<file path="src/rtl/casc_irq_pkg.sv">
package casc_irq_pkg;

  localparam int DATA_W = 32;
  localparam int ADDR_W = 4;

  // register word addresses
  localparam logic [ADDR_W-1:0] A_PERI_MASK = 4'd0;
  localparam logic [ADDR_W-1:0] A_MAIN_MASK = 4'd1;
  localparam logic [ADDR_W-1:0] A_URGENT    = 4'd2;
  localparam logic [ADDR_W-1:0] A_AUX_MASK  = 4'd3;
  localparam logic [ADDR_W-1:0] A_AUX_PEND  = 4'd4;
  localparam logic [ADDR_W-1:0] A_STATUS    = 4'd5;
  localparam logic [ADDR_W-1:0] A_PRIO_BASE = 4'd8;

  // reset patterns (1 = source disabled)
  localparam logic [DATA_W-1:0] RST_PERI_MASK = 32'h7FFF_FC00;
  localparam logic [DATA_W-1:0] RST_MAIN_MASK = 32'h0001_0FFF;

  // status word layout
  localparam int ST_CRIT_FLAG = 10;
  localparam int ST_CRIT_LSB  = 8;
  localparam int ST_MAIN_FLAG = 21;
  localparam int ST_MAIN_LSB  = 16;
  localparam int ST_PERI_FLAG = 29;
  localparam int ST_PERI_LSB  = 24;

  // cascade codes
  localparam int CRIT_CASC = 2;
  localparam int MAIN_CASC = 4;
  localparam int PERI_AUX  = 0;

  // index of the lowest set bit, 0 when none is set
  function automatic logic [4:0] first_set(input logic [31:0] v);
    logic [4:0] r;
    r = '0;
    for (int i = 31; i >= 0; i--) begin
      if (v[i]) r = 5'(i);
    end
    return r;
  endfunction

endpackage

</file>
<file path="src/rtl/casc_irq_regs.sv">
module casc_irq_regs
  import casc_irq_pkg::*;
#(
  parameter int MAIN_N = 17,
  parameter int PERI_N = 32,
  parameter int AUX_N  = 32,
  parameter int NPRIO  = 4
) (
  input  logic                      clk,
  input  logic                      rst_n,
  input  logic                      wr_en,
  input  logic [ADDR_W-1:0]         wr_addr,
  input  logic [DATA_W-1:0]         wr_data,
  output logic [DATA_W-1:0]         peri_mask,
  output logic [MAIN_N-1:0]         main_mask,
  output logic [PERI_N-1:0]         urgent,
  output logic [AUX_N-1:0]          aux_mask,
  output logic [NPRIO-1:0][DATA_W-1:0] prio
);

  logic [DATA_W-1:0] peri_mask_d;
  logic [MAIN_N-1:0] main_mask_d;
  logic [PERI_N-1:0] urgent_d;
  logic [AUX_N-1:0]  aux_mask_d;
  logic              en_peri, en_main, en_urg, en_aux;

  always_comb begin
    en_peri     = wr_en && (wr_addr == A_PERI_MASK);
    en_main     = wr_en && (wr_addr == A_MAIN_MASK);
    en_urg      = wr_en && (wr_addr == A_URGENT);
    en_aux      = wr_en && (wr_addr == A_AUX_MASK);
    peri_mask_d = en_peri ? wr_data : peri_mask;
    main_mask_d = en_main ? wr_data[MAIN_N-1:0] : main_mask;
    urgent_d    = en_urg  ? wr_data[PERI_N-1:0] : urgent;
    aux_mask_d  = en_aux  ? wr_data[AUX_N-1:0]  : aux_mask;
  end

  always_ff @(posedge clk or negedge rst_n) begin
    if (!rst_n) begin
      peri_mask <= RST_PERI_MASK;
      main_mask <= RST_MAIN_MASK[MAIN_N-1:0];
      urgent    <= '0;
      aux_mask  <= '1;
    end else begin
      peri_mask <= peri_mask_d;
      main_mask <= main_mask_d;
      urgent    <= urgent_d;
      aux_mask  <= aux_mask_d;
    end
  end

  // priority values: stored for software, never used by the encoder
  for (genvar k = 0; k < NPRIO; k++) begin : g_prio
    logic              en_k;
    logic [DATA_W-1:0] prio_d;
    always_comb begin
      en_k   = wr_en && (wr_addr == A_PRIO_BASE + ADDR_W'(k));
      prio_d = en_k ? wr_data : prio[k];
    end
    always_ff @(posedge clk or negedge rst_n) begin
      if (!rst_n) prio[k] <= '0;
      else        prio[k] <= prio_d;
    end
  end

endmodule

</file>
<file path="src/rtl/casc_irq_aux.sv">
module casc_irq_aux
  import casc_irq_pkg::*;
#(
  parameter int AUX_N = 32
) (
  input  logic             clk,
  input  logic             rst_n,
  input  logic [AUX_N-1:0] aux_req,
  input  logic             clr_en,
  input  logic [AUX_N-1:0] clr_bits,
  input  logic [AUX_N-1:0] aux_mask,
  output logic [AUX_N-1:0] aux_pend,
  output logic             aux_any
);

  logic [AUX_N-1:0] pend_d;
  logic [AUX_N-1:0] clr_vec;

  always_comb begin
    clr_vec = clr_en ? clr_bits : '0;
    // a new event outranks a clear of the same bit
    pend_d  = (aux_pend & ~clr_vec) | aux_req;
    aux_any = |(aux_pend & ~aux_mask);
  end

  always_ff @(posedge clk or negedge rst_n) begin
    if (!rst_n) aux_pend <= '0;
    else        aux_pend <= pend_d;
  end

endmodule

</file>
<file path="src/rtl/casc_irq_encode.sv">
module casc_irq_encode
  import casc_irq_pkg::*;
#(
  parameter int CRIT_N = 4,
  parameter int MAIN_N = 17,
  parameter int PERI_N = 32
) (
  input  logic [CRIT_N-2:0] crit_req,
  input  logic [MAIN_N-2:0] main_req,
  input  logic [PERI_N-1:1] peri_req,
  input  logic              aux_any,
  input  logic [DATA_W-1:0] peri_mask,
  input  logic [MAIN_N-1:0] main_mask,
  input  logic [PERI_N-1:0] urgent,
  output logic [DATA_W-1:0] status_d
);

  logic [PERI_N-1:0] peri_pend, peri_hi, peri_lo, peri_sel;
  logic [MAIN_N-1:0] main_pend;
  logic [CRIT_N-1:0] crit_pend;

  // peripheral tier: source n gated by mask bit (31 - n)
  for (genvar n = 0; n < PERI_N; n++) begin : g_peri
    if (n == PERI_AUX) begin : g_aux
      assign peri_pend[n] = aux_any & ~peri_mask[DATA_W-1-n];
    end else begin : g_pin
      assign peri_pend[n] = peri_req[n] & ~peri_mask[DATA_W-1-n];
    end
  end

  assign peri_hi  = peri_pend & urgent;
  assign peri_lo  = peri_pend & ~urgent;
  assign peri_sel = (|peri_hi) ? peri_hi : peri_pend;

  // main tier: source n gated by mask bit (MAIN_N-1 - n)
  for (genvar n = 0; n < MAIN_N; n++) begin : g_main
    if (n == MAIN_CASC) begin : g_casc
      assign main_pend[n] = (|peri_lo) & ~main_mask[MAIN_N-1-n];
    end else if (n < MAIN_CASC) begin : g_low
      assign main_pend[n] = main_req[n] & ~main_mask[MAIN_N-1-n];
    end else begin : g_high
      assign main_pend[n] = main_req[n-1] & ~main_mask[MAIN_N-1-n];
    end
  end

  // critical tier: not maskable
  for (genvar n = 0; n < CRIT_N; n++) begin : g_crit
    if (n == CRIT_CASC) begin : g_casc
      assign crit_pend[n] = |peri_hi;
    end else if (n < CRIT_CASC) begin : g_low
      assign crit_pend[n] = crit_req[n];
    end else begin : g_high
      assign crit_pend[n] = crit_req[n-1];
    end
  end

  always_comb begin
    status_d = '0;
    if (|crit_pend) begin
      status_d[ST_CRIT_FLAG] = 1'b1;
      status_d[ST_CRIT_LSB +: 2] = first_set(32'(crit_pend)) [1:0];
    end
    if (|main_pend) begin
      status_d[ST_MAIN_FLAG] = 1'b1;
      status_d[ST_MAIN_LSB +: 5] = first_set(32'(main_pend));
    end
    if (|peri_pend) begin
      status_d[ST_PERI_FLAG] = 1'b1;
      status_d[ST_PERI_LSB +: 5] = first_set(32'(peri_sel));
    end
  end

endmodule

</file>
<file path="src/rtl/casc_irq_ctrl.sv">
module casc_irq_ctrl
  import casc_irq_pkg::*;
#(
  parameter int CRIT_N = 4,
  parameter int MAIN_N = 17,
  parameter int PERI_N = 32,
  parameter int AUX_N  = 32,
  parameter int NPRIO  = 4
) (
  input  logic              clk,
  input  logic              rst_n,
  input  logic              wr_en,
  input  logic [ADDR_W-1:0] wr_addr,
  input  logic [DATA_W-1:0] wr_data,
  input  logic [ADDR_W-1:0] rd_addr,
  output logic [DATA_W-1:0] rd_data,
  input  logic [CRIT_N-2:0] crit_req,
  input  logic [MAIN_N-2:0] main_req,
  input  logic [PERI_N-1:1] peri_req,
  input  logic [AUX_N-1:0]  aux_req,
  output logic              irq_cpu,
  output logic              irq_crit
);

  logic [DATA_W-1:0]            peri_mask;
  logic [MAIN_N-1:0]            main_mask;
  logic [PERI_N-1:0]            urgent;
  logic [AUX_N-1:0]             aux_mask;
  logic [NPRIO-1:0][DATA_W-1:0] prio;
  logic [AUX_N-1:0]             aux_pend;
  logic                         aux_any;
  logic                         aux_clr;
  logic [DATA_W-1:0]            status_d, status_q;

  casc_irq_regs #(
    .MAIN_N(MAIN_N), .PERI_N(PERI_N), .AUX_N(AUX_N), .NPRIO(NPRIO)
  ) u_regs (
    .clk(clk), .rst_n(rst_n), .wr_en(wr_en), .wr_addr(wr_addr), .wr_data(wr_data),
    .peri_mask(peri_mask), .main_mask(main_mask), .urgent(urgent),
    .aux_mask(aux_mask), .prio(prio)
  );

  assign aux_clr = wr_en && (wr_addr == A_AUX_PEND);

  casc_irq_aux #(.AUX_N(AUX_N)) u_aux (
    .clk(clk), .rst_n(rst_n), .aux_req(aux_req), .clr_en(aux_clr),
    .clr_bits(wr_data[AUX_N-1:0]), .aux_mask(aux_mask),
    .aux_pend(aux_pend), .aux_any(aux_any)
  );

  casc_irq_encode #(
    .CRIT_N(CRIT_N), .MAIN_N(MAIN_N), .PERI_N(PERI_N)
  ) u_enc (
    .crit_req(crit_req), .main_req(main_req), .peri_req(peri_req),
    .aux_any(aux_any), .peri_mask(peri_mask), .main_mask(main_mask),
    .urgent(urgent), .status_d(status_d)
  );

  always_ff @(posedge clk or negedge rst_n) begin
    if (!rst_n) status_q <= '0;
    else        status_q <= status_d;
  end

  assign irq_crit = status_q[ST_CRIT_FLAG];
  assign irq_cpu  = status_q[ST_MAIN_FLAG] | status_q[ST_PERI_FLAG];

  always_comb begin
    rd_data = '0;
    unique case (rd_addr)
      A_PERI_MASK: rd_data = peri_mask;
      A_MAIN_MASK: rd_data = DATA_W'(main_mask);
      A_URGENT:    rd_data = DATA_W'(urgent);
      A_AUX_MASK:  rd_data = DATA_W'(aux_mask);
      A_AUX_PEND:  rd_data = DATA_W'(aux_pend);
      A_STATUS:    rd_data = status_q;
      default: begin
        for (int k = 0; k < NPRIO; k++) begin
          if (rd_addr == A_PRIO_BASE + ADDR_W'(k)) rd_data = prio[k];
        end
      end
    endcase
  end

endmodule

</file>
<file path="config.mk">
export PLATFORM = sky130hd
export DESIGN_NAME = casc_irq_ctrl
export DESIGN_NICKNAME = d
export VERILOG_FILES = /design/src/rtl/casc_irq_pkg.sv /design/src/rtl/casc_irq_regs.sv /design/src/rtl/casc_irq_aux.sv /design/src/rtl/casc_irq_encode.sv /design/src/rtl/casc_irq_ctrl.sv
export SDC_FILE = /design/constraint.sdc
export NUM_CORES = 1
export LEC_CHECK = 0
export ABC_AREA = 1
export CORE_MARGIN = 4
export CORE_UTILIZATION = 35
export CTS_BUF_LIST = sky130_fd_sc_hd__clkbuf_8
export DETAILED_ROUTE_END_ITERATION = 12
export DONT_BUFFER_PORTS = 1
export GPL_ROUTABILITY_DRIVEN = 0
export PLACE_DENSITY = 0.59
export SKIP_CTS_REPAIR_TIMING = 1
export SLEW_MARGIN = 0
export SYNTH_ARGS = -nofsm -noshare
export SYNTH_HDL_FRONTEND = slang
export SYNTH_SLANG_ARGS = --single-unit
</file>
<file path="constraint.sdc">
create_clock -name clk -period 3.77 [get_ports clk]
set_input_delay 0.754 -clock clk [delete_from_list [all_inputs] [get_ports clk]]
set_output_delay 0.754 -clock clk [all_outputs]
set_load 0.02 [all_outputs]
</file>
==> key figures, run 1 <==
CTS
  – H-Tree Depth: 2
  – Skew-Pair Late Insertion Delay: 590 ps
  – CTS tree: built
  – CTS Sinks: between 200 and 300
  – Root buffer selected by CTS: clkbuf_8
  – Clock Path Buffers: 3
  – Clock slew at reported path FFs: roughly 60 ps
  – CTS buffer count: 49

Timing
  – Setup TNS Final: 0 ps
  – RSZ-0062 raised after global routing: false
  – Post-layout min period: 3320 ps
  – Final hold slack: -118 ps
  – Fin. Hold Viols: 121
  – Part of the cycle the worst path needs: approximately nine tenths
  – Setup violators final: 0
  – Relative slew slack: 24.5%
  – Worst Tran Pin Value: 1130 ps
  – Skew final: 17.1 ps
  – Pins Over Slew Limit: 0
  – Achievable Freq: 301 MHz

Logic synthesis
  – Number of synthesized flops with an enable pin: 0
  – Mean Syn Cell Area: 7.75 um2
  – Library cells used by synthesis: 41
  – Largest cells by area after synthesis: dfrtp_1 39%, nand2_1 14%, dfstp_2 12%
  – Share of synthesized flip-flops with an asynchronous set or reset: 100%
  – Synth Cell Area: roughly 14,000 um2
  – Ys flop type: dfrtp_1
  – Post-Syn Nets: 1,978
  – Yosys Warn Count: 0
  – Area leader, netlist: dfrtp_1
  – Post-synthesis sequential area ratio: 50.8%
  – Syn Inst Count: approximately 1.9k
  – Yosys reg bits: 288
  – Fraction of synthesized cell area taken by the top area cell type: 38.7%

Run
  – Number of max-cap violations: 0

Critical path
  – Worst setup SP type: primary input
  – Critical path type: in -> out
  – Reg-to-reg startpoint: u_regs.peri_mask[21]
  – Crit. End Element: output pin
  – Crit-path slowest cell: nor2_1
  – Reg2Reg Depth: 39
  – Worst Path Required: 3020 ps
  – CP max stage delay: between 400 and 500 ps
  – CP cell instances: nor2_1 -> nand2_1 -> inv_1 -> buf_4 -> nand2_1 -> o21ai_0 -> a211oi_1 -> nand3_1 -> buf_4
  – Worst-path fanout max: 8
  – R2r setup slk: between 400 and 500 ps
  – Worst R2R End: status_q[24]
  – Crit path DAT: 2570 ps

Placement
  – Dpl hpwl: 40,000 um
  – I/O Buffers: 0

Drt
  – Met2 WL: ~24,000 um
  – Uppermost layer routed: met4
  – DR vias: around 13k
  – Pre-Repair DR Iteration Count: 6
  – Metal-1 WL: 22,000 um
  – DRC viols: 0
  – ANT nets after route: 0
  – Met3 Wirelength: about 5500 um
  – Vias per inst: 5.43
  – Drt first-iter violations: 1,629
  – Routed WL per cell: 22.0 um
  – DRT Wirelength: 54,100 um

Power and ir drop
  – Pwr/cell area: 537 nW/um2
  – Final total power: 8.72 mW
  – P_leak: 7.76 nW
  – Worst IR drop on VDD: 0.000220 V

Die
  – Core area: between 40,000 and 50,000 um2
  – Die Y: 211 um
  – Rows: 73
  – IO Pins: around 160
  – Die X: between 200 and 250 um
  – DIE AREA: 44,300 um2
  – Starting density of the core: a little over a third

Global route
  – Residual overflow from global routing: 0
  – Largest net degree at the start of global routing: 289
  – Vias in the first global route: 12.6k
  – First-pass GRT wire length: 80,900 um
  – Global-route total usage across every layer: 23.9%
  – Initial antenna violation count: 3

Worst hold path
  – Min-delay worst type: in -> async

Cells and area
  – Nets: between 2k and 2.5k
  – Fillers: 4,065
  – Layout cell share with drive strength beyond 1: 14.5%
  – Synthesis-to-finish area growth: 13.2%

Status
  – Status: complete, but fails checks
  – Failing checks: hold timing
[sequential cells by signal, indices dropped and copies added (netlist names)]
register,count
u_regs.main_mask,17
u_regs.urgent,32
u_aux.aux_pend,32
u_regs.aux_mask,32
u_regs.prio,128
u_regs.peri_mask,32
status_q,15
[cells by family (layout without fill, tap and decap cells)]
group	Yosys count	in the layout	share of synthesized area, %
AO/OA/AOI/OAI	458	458	17.8
flip-flops	288	288	50.8
AND/OR/NAND/NOR	781	781	22.8
other	0	2	0
buffers and inverters	326	401	8.58
[report_power, final]
| part | internal (mW) | switching [mW] |
|---|---|---|
| registers | 3.78 | 0.421 |
| logic | 0.582 | 1.17 |
| clock network | 1.49 | 1.28 |
| total | 5.85 | 2.87 |
[final cells by class]
type	count	area [um2]	share of cell area, %
Tap cell	525	657	4.04
Antenna cell	2	5.00	0.0308
Clock buffer	63	867	5.34
Multi-Input combinational cell	1239	5880	36.2
Inverter	244	916	5.64
Sequential cell	288	7290	44.9
Clock inverter	27	106	0.655
Timing Repair Buffer	67	528	3.25
[worst max-delay path by stage]
stage / from / end / slack [ps] / cells after the start
2_1_floorplan: peri_req[26] / status_q[24] / 790 / 37
3_3_place_gp: peri_req[23] / status_q[24] / 270 / 42
3_5_place_dp: peri_req[23] / status_q[24] / 270 / 42
4_1_cts: rd_addr[3] / rd_data[18] / 470 / 9
5_1_grt: u_regs.aux_mask[4] / status_q[24] / 50 / 41
6_report: rd_addr[3] / rd_data[13] / 450 / 9
[worst max-delay path, delay by kind of cell]
kind / cells / cell delay [ps]
AO/OA/AOI/OAI: 2 / 220
buffers and inverters: 3 / 780
AND/OR/NAND/NOR: 4 / 800
[stage by stage]
stage,utilization (%),instances,hold WS (ps),instance area (um2),setup WS [ps]
4_1_cts,40.5,2453,-154,16200,467
3_3_place_gp,38.1,2363,466,15300,272
2_1_floorplan,-,1853,453,14400,786
3_5_place_dp,38.1,2363,473,15300,271
5_1_grt,40.5,2454,-151,16200,47.9
6_report,40.5,2455,-118,16200,448
[routing by layer]
layer  track usage (%)  vias to the layer above
li1                  -                     6158
met1              32.7                     6404
met2              36.5                      639
met3              5.85                      133
met4              10.0                        0
met5                 0                        -
[layout by cell type, fill, tap and decap left out, types with 29 or more instances in the layout]
cell type  netlist  final
a21oi_1         65     65
buf_4            0     65
clkbuf_8         0     63
dfrtp_1        222    222
dfstp_2         66     66
inv_1          205    230
inv_2           37     37
nand2_1        519    516
nand3_1        109    107
nor2_1          85     82
o21ai_0        284    284
o22ai_1         29     29
[cell usage after synthesis (all sizes together) (2+ instances only)]
cell / instances
a211oi: 17
a21oi: 66
a221oi: 14
a31oi: 3
buf: 4
clkbuf: 78
clkinv: 2
dfrtp: 222
dfstp: 66
inv: 242
nand2: 529
nand3: 115
nand4: 18
nor2: 98
nor3: 8
nor4: 10
o2111ai: 20
o211ai: 3
o21ai: 295
o21bai: 4
o22ai: 29
(Power assumes the default switching activity.)
==> run 2: changes to the inputs <==
CTS_BUF_LIST = sky130_fd_sc_hd__clkbuf_2 sky130_fd_sc_hd__clkbuf_4 sky130_fd_sc_hd__clkbuf_8   (was sky130_fd_sc_hd__clkbuf_8)
GPL_TIMING_DRIVEN = 0   (was unset)
==> key figures, run 2 (synthesis gave the netlist of run 1 again) <==
Critical path
  – Worst-path fanout max: 10 (was 8)
  – Worst R2R End: status_q[24] (unchanged)
  – Worst path top cell family by delay: simple AND/OR/NAND/NOR gates (unchanged)
  – Critical path's most frequent cell: inv_1
  – CP Launch Point: rd_addr[0] (was rd_addr[3])
  – Reg-to-reg startpoint: u_regs.peri_mask[4] (was u_regs.peri_mask[21])
  – Crit-path slowest cell: nor2_1 (unchanged)
  – Worst Path Required: 3020 ps (about the same)
  – Buf/Inv on CP: 3 (unchanged)
  – Reg2Reg Depth: 37 (was 39)
  – Crit path DAT: 2980 ps (was 2570 ps)
  – Critical path type: in -> out (unchanged)
  – R2r setup slk: 350 ps (was 450 ps)
  – CP max stage delay: 580 ps (was 430 ps)
  – Worst setup SP type: primary input (unchanged)
  – Crit. End Element: output pin (unchanged)
  – CP cell instances: inv_1 -> nor2_1 -> nand2_1 -> inv_1 -> clkbuf_1 -> a221oi_1 -> nand4_1 (was nor2_1 -> nand2_1 -> inv_1 -> buf_4 -> nand2_1 -> o21ai_0 -> a211oi_1 -> nand3_1 -> buf_4)

Drt
  – Vias per inst: 5.47 (was 5.43)
  – Pre-Repair DR Iteration Count: 5 (was 6)
  – DRC viols: 0 (unchanged)
  – ANT nets after route: 0 (unchanged)
  – Routed WL per cell: 22.9 um (was 22.0 um)
  – DR vias: 13.5k (was 13.3k)
  – DRT Wirelength: 56,600 um (was 54,100 um)
  – Drt first-iter violations: 1,416 (was 1,629)

CTS
  – Skew-Pair Late Insertion Delay: 610 ps (was 590 ps)
  – CTS tree: built (unchanged)
  – Clock slew at reported path FFs: 60 ps (about the same)
  – Clock Path Buffers: 3 (unchanged)
  – CTS buffer count: 51 (was 49)
  – CTS Sinks: 288 (unchanged)
  – H-Tree Depth: 2 (unchanged)
  – Root buffer selected by CTS: clkbuf_8 (unchanged)

Cells and area
  – Max reg flops: 128 (unchanged)
  – Multi-input logic area: 5860 um2 (was 5880 um2)
  – Final Util: 40.2% (was 40.5%)
  – Nets: 2,032 (was 2,014)
  – Post-Layout Cell Count: 2,475 (was 2,455)
  – Top reg by flops: u_regs.prio (unchanged)
  – Synthesis-to-finish area growth: 12.4% (was 13.2%)
  – Commonest cells after routing, fill and taps aside: 519 x nand2_1, 284 x o21ai_0, 222 x dfrtp_1 (was 516 x nand2_1, 284 x o21ai_0, 230 x inv_1)
  – Fin area: 16,100 um2 (was 16,200 um2)
  – Seq. cell area: 7290 um2 (unchanged)
  – Fillers: 4,098 (was 4,065)
  – Layout cell share with drive strength beyond 1: 12.3% (was 14.5%)
  – Commonest non-fill, non-tap cell in the layout: nand2_1 (unchanged)

Timing
  – Relative slew slack: 37.4% (was 24.5%)
  – Worst Tran Pin Value: 934 ps (was 1130 ps)
  – Final hold slack: -126 ps (was -118 ps)
  – Post-layout min period: 3730 ps (was 3320 ps)
  – Skew final: 26.0 ps (was 17.1 ps)
  – Pins Over Slew Limit: 0 (unchanged)
  – RSZ-0062 raised after global routing: false (unchanged)
  – Achievable Freq: 268 MHz (was 301 MHz)
  – Fin. Hold Viols: 222 (was 121)
  – Setup violators final: 0 (unchanged)
  – Part of the cycle the worst path needs: 98.9% (was 88.1%)

Die
  – IO Pins: 159 (unchanged)
  – DIE AREA: 44,300 um2 (unchanged)
  – Die Y: 211 um (unchanged)
  – Core area: 40,100 um2 (unchanged)
  – Rows: 73 (unchanged)
  – Starting density of the core: 35.8% (unchanged)
  – Die X: 211 um (unchanged)

Placement
  – I/O Buffers: 0 (unchanged)
  – Dpl hpwl: 44,500 um (was 40,000 um)
  – Placed Area: 15,000 um2 (was 15,300 um2)
  – Dpl cells: 2,379 (was 2,363)

Worst hold path
  – Min-delay worst type: in -> async (unchanged)

Global route
  – Largest net degree at the start of global routing: 289 (unchanged)
  – Global-route total usage across every layer: 24.9% (was 23.9%)
  – Residual overflow from global routing: 0 (unchanged)
  – Vias in the first global route: 13.0k (was 12.6k)
  – Initial antenna violation count: 2 (was 3)
  – First-pass GRT wire length: 83,400 um (was 80,900 um)

Power and ir drop
  – Worst IR drop on VDD: 0.000259 V (was 0.000220 V)
  – P_leak: 7.50 nW (was 7.76 nW)
  – Final total power: 8.94 mW (was 8.72 mW)
  – Pwr/cell area: 554 nW/um2 (was 537 nW/um2)

Run
  – Number of max-cap violations: 0 (unchanged)

Status
  – Status: complete, but fails checks (unchanged)
  – Failing checks: hold timing (unchanged)
[run 2: layer usage]
layer / GRT usage, % / vias up / wire length, um
li1: - / 6192 / -
met3: 6.86 / 100 / 5990
met4: 8.94 / 2 / 2090
met1: 32.7 / 6587 / 22200
met2: 39.7 / 661 / 26200
met5: 0 / - / 13
[run 2: worst max-delay path by stage]
stage	endpoint	slack (ps)	depth (start not counted)
6_report	rd_data[19]	40	7
5_1_grt	status_q[24]	5	38
4_1_cts	rd_data[1]	-440	6
3_5_place_dp	rd_data[1]	-440	6
3_3_place_gp	rd_data[1]	-440	6
2_1_floorplan	status_q[24]	790	37
[run 2: layout make-up]
class / instances / area share, %
flip-flops and latches: 288 / 45.2
multi-input cells: 1239 / 36.3
clock buffers: 92 / 6.53
inverters: 244 / 5.71
well taps: 525 / 4.07
plain buffers: 82 / 1.95
clock inverters: 3 / 0.140
repair buffers: 1 / 0.0698
diodes: 1 / 0.0155
[run 2: worst register-to-register path, delay by kind of cell, from the launching register on]
kind	cells	cell delay, ps
and+or+nand+nor	34	2620
buffers and inverters	1	80
AOI/OAI and AO/OA	2	270
DFF	1	400
[run 2: power breakdown]
group / internal [mW] / switching (mW)
combinational: 0.515 / 1.18
sequential: 3.78 / 0.404
clock: 1.73 / 1.34
total: 6.03 / 2.92
[run 2: metrics by stage]
stage / TNS (ps) / hold WS [ps] / setup slack (ps)
finish: 0 / -126 / 39.7
global route: 0 / -139 / 4.56
CTS: -6450 / -172 / -439
detailed placement: -6560 / 474 / -444
global placement: -6240 / 466 / -438
floorplan: 0 / 453 / 786
